==> src/rtl/mcp_hold_pkg.sv <==
package mcp_hold_pkg;

  // Run length of an unchanged source, saturating at the hold length.
  function automatic int unsigned run_next(logic changed, int unsigned run_prev,
                                           int unsigned hold);
    if (changed) return 0;
    if (run_prev >= hold) return hold;
    return run_prev + 1;
  endfunction

  // Capture through a sensitized path with too short a hold.
  function automatic logic hold_broken(logic capture, logic sens,
                                       int unsigned run_len, int unsigned hold);
    return capture && sens && (run_len < hold);
  endfunction

  // Saturating increment of a violation total.
  function automatic int unsigned tally_next(int unsigned cur, int unsigned max_val);
    return (cur >= max_val) ? max_val : cur + 1;
  endfunction

endpackage

==> src/rtl/mcp_change_detect.sv <==
module mcp_change_detect #(
  parameter int DATA_W = 8
) (
  input  logic              clk,
  input  logic [DATA_W-1:0] src_data,
  output logic              src_changed
);
  logic [DATA_W-1:0] prev_q;

  // Loaded every cycle, reset included, so the reset value becomes the baseline.
  always_ff @(posedge clk) begin
    prev_q <= src_data;
  end

  assign src_changed = |(src_data ^ prev_q);
endmodule

==> src/rtl/mcp_age_track.sv <==
module mcp_age_track
  import mcp_hold_pkg::*;
#(
  parameter int HOLD  = 3,
  parameter int AGE_W = 2
) (
  input  logic             clk,
  input  logic             rst,
  input  logic             src_changed,
  output logic [AGE_W-1:0] age_now
);
  localparam int unsigned HOLD_U = HOLD;
  logic [AGE_W-1:0] age_q;

  always_comb begin
    age_now = AGE_W'(run_next(src_changed, int'(age_q), HOLD_U));
  end

  always_ff @(posedge clk) begin
    if (rst) age_q <= AGE_W'(HOLD_U);
    else     age_q <= age_now;
  end
endmodule

==> src/rtl/mcp_viol_log.sv <==
module mcp_viol_log
  import mcp_hold_pkg::*;
#(
  parameter int CNT_W = 16
) (
  input  logic             clk,
  input  logic             rst,
  input  logic             viol_now,
  output logic             err_sticky,
  output logic [CNT_W-1:0] viol_count
);
  localparam logic [CNT_W-1:0] CNT_MAX = '1;

  always_ff @(posedge clk) begin
    if (rst) begin
      err_sticky <= 1'b0;
      viol_count <= '0;
    end else if (viol_now) begin
      err_sticky <= 1'b1;
      if (viol_count != CNT_MAX) viol_count <= viol_count + 1'b1;
    end
  end
endmodule

==> src/rtl/mcp_hold_monitor.sv <==
module mcp_hold_monitor
  import mcp_hold_pkg::*;
#(
  parameter int DATA_W     = 8,
  parameter int CYCLES     = 3,
  parameter int ASYNC_XING = 0,
  parameter int CNT_W      = 16
) (
  input  logic              clk,
  input  logic              rst,
  input  logic [DATA_W-1:0] src_data,
  input  logic              path_sens,
  input  logic              dst_capture,
  output logic              err_pulse,
  output logic              err_sticky,
  output logic [CNT_W-1:0]  viol_count
);
  localparam int HOLD  = CYCLES + ((ASYNC_XING != 0) ? 1 : 0);
  localparam int AGE_W = $clog2(HOLD + 1);
  localparam int unsigned HOLD_U = HOLD;

  logic             src_changed;
  logic [AGE_W-1:0] age_now;
  logic             viol_now;

  mcp_change_detect #(.DATA_W(DATA_W)) u_chg (
    .clk        (clk),
    .src_data   (src_data),
    .src_changed(src_changed)
  );

  mcp_age_track #(.HOLD(HOLD), .AGE_W(AGE_W)) u_age (
    .clk        (clk),
    .rst        (rst),
    .src_changed(src_changed),
    .age_now    (age_now)
  );

  always_comb begin
    viol_now = !rst && hold_broken(dst_capture, path_sens, int'(age_now), HOLD_U);
  end

  mcp_viol_log #(.CNT_W(CNT_W)) u_log (
    .clk       (clk),
    .rst       (rst),
    .viol_now  (viol_now),
    .err_sticky(err_sticky),
    .viol_count(viol_count)
  );

  assign err_pulse = viol_now;
endmodule

==> config.mk <==
export PLATFORM = sky130hd
export DESIGN_NAME = mcp_hold_monitor
export DESIGN_NICKNAME = d
export VERILOG_FILES = /design/src/rtl/mcp_hold_pkg.sv /design/src/rtl/mcp_change_detect.sv /design/src/rtl/mcp_age_track.sv /design/src/rtl/mcp_viol_log.sv /design/src/rtl/mcp_hold_monitor.sv
export SDC_FILE = /design/constraint.sdc
export NUM_CORES = 1
export LEC_CHECK = 0
export BUFFER_PORTS_ARGS = -buffer_cell sky130_fd_sc_hd__buf_2
export CAP_MARGIN = 5
export CORE_MARGIN = 2
export CORE_UTILIZATION = 52
export CTS_CLUSTER_SIZE = 28
export DETAILED_ROUTE_END_ITERATION = 10
export PLACE_DENSITY = 0.79
export SLEW_MARGIN = 20
export SYNTH_ARGS = -nofsm -noshare
export SYNTH_HDL_FRONTEND = slang
export SYNTH_SLANG_ARGS = --single-unit
==> constraint.sdc <==
create_clock -name clk -period 2.2 [get_ports clk]
set_input_delay 0.11 -clock clk [delete_from_list [all_inputs] [get_ports clk]]
set_output_delay 0.11 -clock clk [all_outputs]
set_load 0.02 [all_outputs]
==> impl_metrics.json <==
{
  "status": "complete, no violations",
  "slowest_delay_ns": 0.54,
  "setup_viol": 0,
  "synth_flop_cell": "dfxtp_1",
  "synth_edf_count": 0,
  "async_flop_share_pct": 0,
  "clockRootBuffer": "clkbuf_4",
  "p_leak_nw": 0.590,
  "netlist-cell-type-count": 37,
  "row_count": 17,
  "drive_gt1_share_pct": 23.8,
  "ys_ff_latch": 27,
  "clkPwrFrac_pct": 27.7,
  "wirelength_mm": 2.83,
  "dieArea_sq_um": 2810,
  "synthCells": 132,
  "required_ns": 2.09,
  "final_common_cell": "buf_2",
  "final_util_pct": 67.2,
  "drtIter0Drc": 24,
  "yosysWarnings": 0,
  "critPathMostFrequentCell": "buf_2",
  "internal-power_mw": 0.602,
  "cts_tree": "done",
  "via_count": 1162,
  "p_comb_share_pct": 8.4,
  "endpoint_kind": "primary output",
  "syn_nets": 145,
  "remaining_drc_errors": 0,
  "p_seq_share_pct": 63.9,
  "clk_pin_slew_ns": 0.15,
  "worstHoldPathCells": 3,
  "cp_max_fo": 31,
  "finalHoldViolations": 0,
  "firstDrtPassIters": 5,
  "grt_pass1_wl_mm": 4.60,
  "start_kind": "primary input",
  "fin_nets": 182,
  "synth.cell_area_sq_um": 1250,
  "portBuffers": 29,
  "grt_use_total_pct": 22.7,
  "clockBufferDepth": 2,
  "clkLatencyLatePin_ns": 0.34,
  "mostFrequentLayoutCells": "29 x buf_2, 27 x dfxtp_1, 9 x nand2_1",
  "drv_slew": 0,
  "p_total_mw": 0.795,
  "worstMarginPinSlew_ns": 0.389,
  "max_slew_margin_pct": 74.0,
  "die_w_um": 53.1,
  "hpwlAfterDp_mm": 1.94,
  "worstSetupPathType": "in -> out",
  "skew_ns": 0.0119,
  "powerDensity_nw_per_um2": 530,
  "wl_per_cell_um": 14.4,
  "die_height_um": 53.1,
  "grt_overflow": 0,
  "ant_nets": 0,
  "reg2reg_depth": 5,
  "io_pins": 30,
  "num-fill-cells": 188,
  "start_util_pct": 56.0,
  "syn2layout_area_growth_pct": 19.9,
  "viasPerCell": 5.93,
  "crit_slowest_cell": "dlygate4sd3_1",
  "antenna_found_initial": 0,
  "cts_made_buffers": 3,
  "ys_seq_area_share_pct": 43.2,
  "insertedDiodeCount": 0,
  "grt_pass1_vias": 1015,
  "peakVddDrop_v": 0.000513,
  "netSwitchingPower_mw": 0.193,
  "syn_avg_cell_area_sq_um": 9.48,
  "cap_violations": 0,
  "post-route-period-util_pct": 95.1,
  "switching_share_pct": 24.3,
  "coreArea_sq_um": 2230,
  "hp-class": "in -> reg",
  "grt_max_degree": 32,
  "cts.sinks": 27,
  "path_cells": "dlygate4sd3_1, buf_2, xor2_1, nor4_1, and3_1, buf_6, nor2_1, buf_2",
  "multi_input_area_sq_um": 642,
  "gp_congestion": 0.835,
  "htreeDepth": 1,
  "crit_arrival_ns": 1.98,
  "layout_min_cycle_time_ns": 2.09,
  "max_freq_mhz": 478,
  "seq_area_sq_um": 541
}
cell type report:
type | count | share of cell area (%)
flip-flops and latches | 27 | 36.0
multi-input cells | 95 | 42.8
repair buffers | 39 | 16.3
well taps | 28 | 2.34
clock inverters | 1 | 0.334
clock buffers | 3 | 1.50
inverters | 3 | 0.751
power by group through the flow:
stage,Combinational [mW],Clock [mW],Sequential [mW]
after detailed placement,0.0555,0,0.519
after global routing,0.0739,0.242,0.510
after floorplan,0.0341,0,0.520
after global placement,0.0523,0,0.518
after CTS,0.0663,0.224,0.508
final,0.0672,0.220,0.508
cells by family after synthesis:
group                      count (synthesis)  share of synthesized area (%)
DFF                                       27                           43.2
adders and majority gates                  1                           1.00
and+or+nand+nor                           54                           25.1
muxes                                      2                           2.00
AOI/OAI and AO/OA                         30                           17.6
buffers and inverters                     10                           5.50
xor gates and xnor gates                   8                           5.60
stage by stage:
step / setup TNS, ns / hold WS (ns) / cells / worst slack [ns] / instance area [sq um]
2_1_floorplan: 0 / 0.138 / 132 / 0.276 / 1250
3_3_place_gp: 0 / 0.237 / 184 / 0.384 / 1390
3_5_place_dp: 0 / 0.239 / 184 / 0.291 / 1390
4_1_cts: 0 / 0.0877 / 196 / 0.0529 / 1500
5_1_grt: -0.000729 / 0.0905 / 196 / -0.000729 / 1500
6_report: 0 / 0.0968 / 196 / 0.108 / 1500
synth_stat cells, types with 4 or more instances:
master / count / share of area, %
o31ai_1: 4 / 2.4
a21oi_1: 5 / 2.0
nor4_1: 4 / 2.0
dfxtp_1: 27 / 43
nand3_1: 6 / 2.4
o41ai_1: 4 / 2.8
o311ai_0: 5 / 3.5
or4_1: 5 / 3.0
o21a_1: 4 / 2.4
xor2_1: 8 / 5.6
nand4_1: 8 / 4.0
nand2_1: 9 / 2.7
nor2_1: 5 / 1.5
sequential cells by signal, indices dropped and copies added, names as in the netlist:
register,cells
u_log.viol_count,16
u_chg.prev_q,8
u_age.age_q,2
u_log.err_sticky,1
per-layer routing:
metal | track usage (%) | vias to the layer above | share of wire [%]
met5 | 0 | - | 0
met4 | 7.69 | 0 | 0.99
met3 | 3.67 | 4 | 4.7
met2 | 41.0 | 38 | 53
met1 | 26.9 | 542 | 42
li1 | - | 578 | -
worst max-delay path: cells and delay by family:
| family | cells | cell delay (ns) |
|---|---|---|
| buffers and inverters | 4 | 1.06 |
| and+or+nand+nor | 3 | 0.67 |
| xor gates and xnor gates | 1 | 0.13 |
path summary, 6_finish.rpt:
check | to | start | slack, ns
max | err_pulse | src_data[7] | 0.11
min | u_log.viol_count[11]$_SDFFE_PP0P_ | rst | 0.1
max reg2reg | u_log.viol_count[1]$_SDFFE_PP0P_ | u_log.viol_count[7]$_SDFFE_PP0P_ | 0.29
min reg2reg | u_log.viol_count[12]$_SDFFE_PP0P_ | u_log.viol_count[12]$_SDFFE_PP0P_ | 0.51
what timing repair did:
| action | 4_1_cts | 5_1_grt |
|---|---|---|
| endpoints found under the hold margin | 8 | 0 |
| endpoints found under the setup margin | 0 | 1 |
| gates resized for setup | 0 | 1 |
| setup buffers | 0 | 0 |
| hold buffers | 8 | 0 |
(Power assumes the default switching activity.)
